===== src/rtl/csp_pkg.sv =====
package csp_pkg;

    typedef enum logic [1:0] {
        CS_IDLE  = 2'd0,
        CS_SETUP = 2'd1,
        CS_XFER  = 2'd2,
        CS_GAP   = 2'd3
    } cs_state_e;

    typedef struct packed {
        logic active;    // enabled and in master mode
        logic drive;     // pin may be driven
        logic pulse_ok;  // gap insertion really applies
    } cs_mode_t;

    function automatic int unsigned cnt_bits(input int unsigned n);
        return (n < 2) ? 1 : $clog2(n + 1);
    endfunction

    function automatic logic select_low(input cs_state_e s);
        return (s == CS_SETUP) || (s == CS_XFER);
    endfunction

endpackage


===== src/rtl/csp_mode_decode.sv =====
module csp_mode_decode
    import csp_pkg::*;
(
    input  logic     en,
    input  logic     master,
    input  logic     ss_out_en,
    input  logic     pulse_en,
    input  logic     cpha,
    input  logic     ti_fmt,
    output cs_mode_t mode
);
    always_comb begin
        mode.active   = en & master;
        mode.drive    = en & master & ss_out_en;
        mode.pulse_ok = en & master & pulse_en & ~cpha & ~ti_fmt;
    end
endmodule


===== src/rtl/csp_timer.sv =====
module csp_timer #(
    parameter int unsigned W = 3
) (
    input  logic         clk,
    input  logic         rst,
    input  logic         start,
    input  logic [W-1:0] limit,
    output logic         expired
);
    logic [W-1:0] cnt_q;
    logic [W-1:0] lim_q;
    logic         run_q;

    always_ff @(posedge clk) begin
        if (rst) begin
            cnt_q <= '0;
            lim_q <= '0;
            run_q <= 1'b0;
        end else if (start) begin
            cnt_q <= '0;
            lim_q <= limit;
            run_q <= 1'b1;
        end else if (run_q) begin
            if (cnt_q == lim_q - 1'b1) begin
                run_q <= 1'b0;
            end else begin
                cnt_q <= cnt_q + 1'b1;
            end
        end
    end

    assign expired = run_q && (cnt_q == lim_q - 1'b1);

    // a running window never counts past its length
    p_cnt_bound_r4: assert property (@(posedge clk) disable iff (rst)
        run_q |-> (cnt_q < lim_q));
endmodule


===== src/rtl/csp_fsm.sv =====
module csp_fsm
    import csp_pkg::*;
#(
    parameter int unsigned W         = 3,
    parameter int unsigned SETUP_LEN = 2,
    parameter int unsigned GAP_LEN   = 4
) (
    input  logic         clk,
    input  logic         rst,
    input  cs_mode_t     mode,
    input  logic         frame_done,
    input  logic         next_pending,
    input  logic         timer_expired,
    output cs_state_e    state,
    output logic         timer_start,
    output logic [W-1:0] timer_limit
);
    localparam logic [W-1:0] SETUP_L = W'(SETUP_LEN);
    localparam logic [W-1:0] GAP_L   = W'(GAP_LEN);

    cs_state_e state_q;
    cs_state_e state_d;

    always_comb begin
        state_d     = state_q;
        timer_start = 1'b0;
        timer_limit = SETUP_L;
        if (!mode.active) begin
            state_d = CS_IDLE;
        end else begin
            unique case (state_q)
                CS_IDLE: if (next_pending) begin
                    state_d     = CS_SETUP;
                    timer_start = 1'b1;
                    timer_limit = SETUP_L;
                end
                CS_SETUP: if (timer_expired) state_d = CS_XFER;
                CS_XFER: if (frame_done) begin
                    if (!next_pending) begin
                        state_d = CS_IDLE;
                    end else if (mode.pulse_ok) begin
                        state_d     = CS_GAP;
                        timer_start = 1'b1;
                        timer_limit = GAP_L;
                    end
                end
                CS_GAP: if (timer_expired) state_d = CS_XFER;
                default: state_d = CS_IDLE;
            endcase
        end
    end

    always_ff @(posedge clk) begin
        if (rst) state_q <= CS_IDLE;
        else     state_q <= state_d;
    end

    assign state = state_q;

    p_gap_entry_r4: assert property (@(posedge clk) disable iff (rst)
        (state_q == CS_XFER && frame_done && next_pending && mode.pulse_ok)
        |=> (state_q == CS_GAP));

    // without gap insertion the frame stream continues
    p_no_gap_r6: assert property (@(posedge clk) disable iff (rst)
        (state_q == CS_XFER && frame_done && next_pending && mode.active && !mode.pulse_ok)
        |=> (state_q == CS_XFER));

    p_lone_end_r5: assert property (@(posedge clk) disable iff (rst)
        (state_q == CS_XFER && frame_done && !next_pending)
        |=> (state_q == CS_IDLE));

    p_xfer_entry_r3: assert property (@(posedge clk) disable iff (rst)
        $rose(state_q == CS_XFER) |-> ($past(state_q) == CS_SETUP || $past(state_q) == CS_GAP));
endmodule


===== src/rtl/spi_cs_pulse_gen.sv =====
module spi_cs_pulse_gen
    import csp_pkg::*;
#(
    parameter int unsigned HALF_DIV = 2
) (
    input  logic clk,
    input  logic rst,
    input  logic en,
    input  logic master,
    input  logic ss_out_en,
    input  logic pulse_en,
    input  logic cpha,
    input  logic ti_fmt,
    input  logic frame_done,
    input  logic next_pending,
    output logic ss_n,
    output logic ss_oe,
    output logic frame_hold
);
    localparam int unsigned GAP_LEN = 2 * HALF_DIV;
    localparam int unsigned CNT_W   = cnt_bits(GAP_LEN);

    cs_mode_t           mode;
    cs_state_e          state;
    logic               t_start;
    logic               t_exp;
    logic [CNT_W-1:0]   t_limit;

    csp_mode_decode u_mode (
        .en(en), .master(master), .ss_out_en(ss_out_en),
        .pulse_en(pulse_en), .cpha(cpha), .ti_fmt(ti_fmt), .mode(mode)
    );

    csp_fsm #(.W(CNT_W), .SETUP_LEN(HALF_DIV), .GAP_LEN(GAP_LEN)) u_fsm (
        .clk(clk), .rst(rst), .mode(mode), .frame_done(frame_done),
        .next_pending(next_pending), .timer_expired(t_exp),
        .state(state), .timer_start(t_start), .timer_limit(t_limit)
    );

    csp_timer #(.W(CNT_W)) u_timer (
        .clk(clk), .rst(rst), .start(t_start), .limit(t_limit), .expired(t_exp)
    );

    assign ss_n       = ~select_low(state);
    assign ss_oe      = mode.drive;
    assign frame_hold = (state != CS_XFER);

    p_off_release_r2: assert property (@(posedge clk) disable iff (rst)
        !(en && master) |=> (ss_n && frame_hold));

    // the pin is never driven outside enabled master operation
    p_oe_gate_r1: assert property (@(posedge clk) disable iff (rst)
        ss_oe |-> (master && en));
endmodule


===== config.mk =====
export PLATFORM = sky130hd
export DESIGN_NAME = spi_cs_pulse_gen
export DESIGN_NICKNAME = d
export VERILOG_FILES = /design/src/rtl/csp_pkg.sv /design/src/rtl/csp_mode_decode.sv /design/src/rtl/csp_timer.sv /design/src/rtl/csp_fsm.sv /design/src/rtl/spi_cs_pulse_gen.sv
export SDC_FILE = /design/constraint.sdc
export NUM_CORES = 1
export LEC_CHECK = 0
export ABC_CLOCK_PERIOD_IN_PS = 1300
export BUFFER_PORTS_ARGS = -buffer_cell sky130_fd_sc_hd__buf_2
export CORE_AREA = 2 2 39 41
export CTS_BUF_LIST = sky130_fd_sc_hd__clkbuf_16
export DETAILED_ROUTE_END_ITERATION = 8
export DIE_AREA = 0 0 41 43
export PLACE_DENSITY = 0.73
export SLEW_MARGIN = 20
export SYNTH_ARGS = -nofsm -noshare
export SYNTH_HDL_FRONTEND = slang
export SYNTH_SLANG_ARGS = --single-unit

===== constraint.sdc =====
create_clock -name clk -period 1.3 [get_ports clk]
set_input_delay 0.195 -clock clk [delete_from_list [all_inputs] [get_ports clk]]
set_output_delay 0.195 -clock clk [all_outputs]
set_load 0.02 [all_outputs]

Yosys cells after proc, flatten, opt, wreduce, memory -nomap -nowiden
Cells that the tools add are included.

Flip-flop bits (word level): 9. Output and inout port bits: 3.

Add/sub/neg operators: 2. Equal/unequal tests: 9. Mux-type cells: 20. Bitwise logic cells: 10. Reduce and logical (&&, ||, !) cells: 8.

Operator list (number): 3-bit 2-to-1 mux (5); 2-bit 2-to-1 mux (5); 1-bit 2-to-1 mux (8); 2-bit inequality test (second input constant) (3); 2-bit one-hot mux with 3 select lines (1); 2-bit OR reduction (3); 1-bit AND (5); 1-bit inverter (5); 2-bit == test (second input constant) (2); 4-bit AND reduction (1); 3-bit by 1-bit adder with 3-bit output (second input constant) (1); 3-bit == test (1); 3-bit inequality test (second input constant) (1); 3-bit by 1-bit subtractor with 3-bit output (second input constant) (1); 2-bit by 1-bit == test with 1-bit output (second input constant) (1); 2-bit logical NOT (1); 2-bit by 1-bit inequality test with 1-bit output (second input constant) (1); 1-bit one-hot mux with 2 select lines (1); 2-bit AND reduction (1); 1-bit logical AND (1); 1-bit logical OR (1).

Logic depth before layout (Yosys ltp)
Depth after elaboration: 10. Gate-level depth with buffers: 6.

Hierarchy
From an unflattened synthesis, not the netlist that was laid out.

Cell total of the unflattened synthesis: 63. Area total of the unflattened synthesis: 556.8 um2.

Modules (own cells, without submodules): csp_timer (instances 1, cells an instance 38, area an instance 374.1 um2); csp_fsm (instances 1, cells an instance 18, area an instance 136.4 um2); csp_mode_decode (instances 1, cells an instance 4, area an instance 26.3 um2); spi_cs_pulse_gen (instances 1, cells an instance 3, area an instance 20.0 um2).

Least setup slack after synthesis
No wires, ideal clock.

Kind: flip-flop to flip-flop. Start point: register u_fsm.state_q[0] (netlist: u_fsm.state[0]). End point: register u_fsm.state_q[0] (netlist: u_fsm.state[0]). Library setup time: 0.103 ns. Arrival: 1.418 ns. Setup slack: -0.221 ns. Cell stages (with the launch flop): 7. Path buffers: 0. Cell sequence: dfxtp_1 -> inv_1 -> ha_1 -> inv_1 -> o22a_1 -> o221ai_2 -> a2111oi_2.

Longest elaborated chain between the ends: 4. Elaborated cells on any way between the ends: 11. Classes of those cells: 7 x eq/ne; 1 x mux; 3 x reduce/logical.

Ends and longest elaborated chain: start, declared (line csp_fsm.sv:21) `cs_state_e state_q;`; start signal, assigned (line csp_fsm.sv:55) `else state_q <= state_d;`; 2-bit by 1-bit == test with 1-bit output / 2-bit == test (equally long branches) (line csp_fsm.sv:31) `unique case (state_q)`; 2-bit OR reduction (no line); 2-bit by 1-bit inequality test with 1-bit output (no line); 4-bit AND reduction (no line).

Several ways; a longest one is shown, not always the timed one. A chain may end at the register's enable or synchronous reset.

Worst setup path after layout
Start point: register u_fsm.state_q[0] (netlist: u_fsm.state[0]). End point: register u_fsm.state_q[1] (netlist: u_fsm.state[1]).

The elaborated chain is that of the path after synthesis.

==> impl_metrics.env <==
export IMPL_outcome="complete, but fails checks"
export IMPL_violations="negative setup slack"
export IMPL_cts_clk_slew_worst_paths_ps=40
export IMPL_peakVddDrop_v=0.000874
export IMPL_syn_nets=78
export IMPL_wirelength_mm=1.55
export IMPL_via_per_inst=5.46
export IMPL_grt_use_met1_pct=23.1
export IMPL_period_minus_slack_ps=1430
export IMPL_syn_cell_area_um2=558
export IMPL_postRouteAntennaNets=0
export IMPL_clk_latency_ps=230
export IMPL_top_usage_layer="met2"
export IMPL_finalHoldViolations=0
export IMPL_cts_tree="built"
export IMPL_ys_async_sr_fraction_pct=0
export IMPL_multiInputGateArea_um2=445
export IMPL_drive_gt1_share_pct=59.4
export IMPL_max_stage_delay_ps=340
export IMPL_grt_pass1_vias=630
export IMPL_die_area_mm2=0.00176
export IMPL_rsz0062_at_grt="yes"
export IMPL_fin_crit_sh_pct=110
export IMPL_worstMarginPinSlew_ps=349
export IMPL_ctsHoldBuffers=0
export IMPL_drv_slew=0
export IMPL_initial_core_util_pct=40.3
export IMPL_cp_end_kind="register"
export IMPL_cp_required_ps=1410
export IMPL_synth_cells=63
export IMPL_leakagePower_nw=0.396
export IMPL_drc=0
export IMPL_fin_ws_ps=-127
export IMPL_cts_buffers_inserted=3
export IMPL_routedWlPerCell_um=13.8
export IMPL_power_frac_comb_pct=12.0
export IMPL_arrival_ps=1540
export IMPL_dp_hpwl_mm=1.05
export IMPL_max_freq_mhz=701
export IMPL_slowest_stage="dfxtp_2"
export IMPL_power_switching_mw=0.181
export IMPL_fp_coreArea_mm2=0.00138
export IMPL_rows=14
export IMPL_drtPass1Iterations=4
export IMPL_synth_top_area_share_pct=28.7
export IMPL_clockBufferDepth=2
export IMPL_gp_congestion=0.769
export IMPL_synth_edf_count=0
export IMPL_die_h_um=43
export IMPL_synthFlopType="dfxtp_1"
export IMPL_nNetsFinal=113
export IMPL_cts_sinks=8
export IMPL_switching_share_pct=20.5
export IMPL_yosys_top_cells_area="dfxtp_1 (29%), ha_1 (11%), inv_1 (4.7%)"
export IMPL_vias=611
export IMPL_n_antenna_cell=0
export IMPL_cp_start_kind="register"
export IMPL_min_path_type="primary input to register"
export IMPL_overflow=0
export IMPL_worstSetupPathType="register to register"
export IMPL_gr_usage_met3_pct=7.85
export IMPL_h_tree_depth=1
export IMPL_track_usage_pct=22.3
export IMPL_grt_max_degree=8
export IMPL_clockRootBuffer="clkbuf_16"
export IMPL_crit_chain="inv_4 -> ha_4 -> buf_6 -> inv_4 -> o22a_1 -> o221ai_2 -> mux2_4"
export IMPL_setup_violations=6
export IMPL_place_area_um2=797
export IMPL_crit_fanout=3
export IMPL_ioPinCount=13
export IMPL_maxCapViolations=0
export IMPL_p_int_mw=0.701
export IMPL_yosys_warnings=0
export IMPL_die_w_um=41
export IMPL_dp_cells=108
export IMPL_grt_pass1_wl_mm=2.57
export IMPL_synth_largest_area_cell="dfxtp_1"
export IMPL_drt_iter0_markers=8
export IMPL_portBuffers=12
export IMPL_postLayoutCellArea_um2=948
export IMPL_synthDistinctLibCells=29
export IMPL_n_fill_cell=110
export IMPL_synth_avg_cell_area_um2=8.86
export IMPL_syn_to_final_growth_pct=70.0
export IMPL_fin_skew_ps=4.44
export IMPL_yosys_top_cells_count="dfxtp_1 (8), inv_1 (7), ha_1 (5), nand2_1 (4), nor2_1 (4)"
export IMPL_antenna_found_initial=0
export IMPL_ys_ff_latch=8
export IMPL_cpMostUsedCell="inv_4"
export IMPL_finalNonFillerCells=112
export IMPL_met2_usage_pct=35.3
export IMPL_tns_ps=-429
export IMPL_register_area_um2=168
export IMPL_yosysSeqAreaShare_pct=28.7
export IMPL_pwr_share_seq_pct=29.3
export IMPL_pwr_share_clk_pct=58.6
export IMPL_yosysMostFrequentCell="dfxtp_1"
export IMPL_p_per_area_mw_per_mm2=930
export IMPL_slew_headroom_pct=76.7
-- worst paths after layout --
check	depth (start not counted)	end	startpoint	slack, ps
min	2	u_timer.lim_q[2]$_SDFFE_PP0P_	rst	230
max	7	u_fsm.state[1]$_SDFFE_PP0P_	u_fsm.state[0]$_SDFFE_PP0P_	-130
min reg2reg	2	u_timer.cnt_q[1]$_SDFFE_PP0P_	u_timer.cnt_q[1]$_SDFFE_PP0P_	540
max reg2reg	7	u_fsm.state[1]$_SDFFE_PP0P_	u_fsm.state[0]$_SDFFE_PP0P_	-130
-- power groups by stage --
stage | Combinational (mW) | Clock, mW | Sequential, mW
finish | 0.106 | 0.517 | 0.259
global route | 0.115 | 0.536 | 0.259
CTS | 0.102 | 0.528 | 0.258
detailed placement | 0.0933 | 0 | 0.264
global placement | 0.0898 | 0 | 0.263
floorplan | 0.0414 | 0 | 0.264
-- placed cells by master, fill, tap and decap left out, drive strengths merged --
master | synthesis | final
o221ai | 1 | 1
or4 | 1 | 1
a211oi | 1 | 1
ha | 5 | 5
a21o | 1 | 1
nand3b | 2 | 2
nand3 | 1 | 1
nor3 | 3 | 3
buf | 0 | 31
clkbuf | 1 | 3
inv | 7 | 7
nor4 | 1 | 1
o31ai | 1 | 1
o41ai | 1 | 1
nand2b | 1 | 1
mux2i | 2 | 2
a2111oi | 2 | 2
o22a | 1 | 1
xnor2 | 1 | 1
a22oi | 2 | 2
and3 | 3 | 3
o2111a | 1 | 1
mux2 | 2 | 2
nor2 | 4 | 4
nand4b | 2 | 2
dfxtp | 8 | 8
o21ai | 1 | 1
nand2 | 4 | 4
a21oi | 3 | 3
-- sequential cells by signal (all words and copies together), names as in the netlist --
signal and count:
u_timer.run_q 1, u_fsm.state 2, u_timer.lim_q 2, u_timer.cnt_q 3
-- through the flow --
stage | power [mW] | utilization, % | hold slack (ps) | setup slack (ps)
floorplan | 0.305 | - | 267 | -70.7
global placement | 0.353 | 57.6 | 470 | -127
detailed placement | 0.357 | 57.6 | 471 | -175
CTS | 0.888 | 67.8 | 218 | -117
global route | 0.910 | 68.5 | 259 | -200
finish | 0.882 | 68.5 | 226 | -127
-- logic make-up after synthesis --
family	share of synthesized area (%)
AOI/OAI and AO/OA	22.4
xor gates and xnor gates	2.92
adders and majority gates	11.2
buffers and inverters	5.38
DFF	28.7
muxes	7.62
and+or+nand+nor	21.7
-- cell type report --
cell class,instances,share of cell area (%)
Clock buffer,3,7.92
Inverter,7,3.56
Multi-Input combinational cell,47,47.0
Sequential cell,8,17.7
Tap cell,16,2.11
Timing Repair Buffer,31,21.8
-- routing by layer --
metal,wire length (µm),share of wire (%),vias to the layer above
li1,-,-,304
met1,638,41,294
met2,814,53,7
met3,45,2.9,6
met4,50,3.2,0
met5,0,0,-
-- timing repair --
| item | in CTS | in global routing |
|---|---|---|
| pin swaps | 8 | 2 |
| resized for setup | 18 | 3 |
| setup endpoints to repair | 10 | 8 |
| buffers inserted | 1 | 0 |
-- critical path, delay by kind of cell (launching register included) --
family                   cells  cell delay, ps
AO/OA/AOI/OAI                2             300
adder cells (fa/ha/maj)      1             160
buffers and inverters        3             200
flip-flops                   1             340
multiplexers                 1             310
Power figures use the tool's default switching activity.
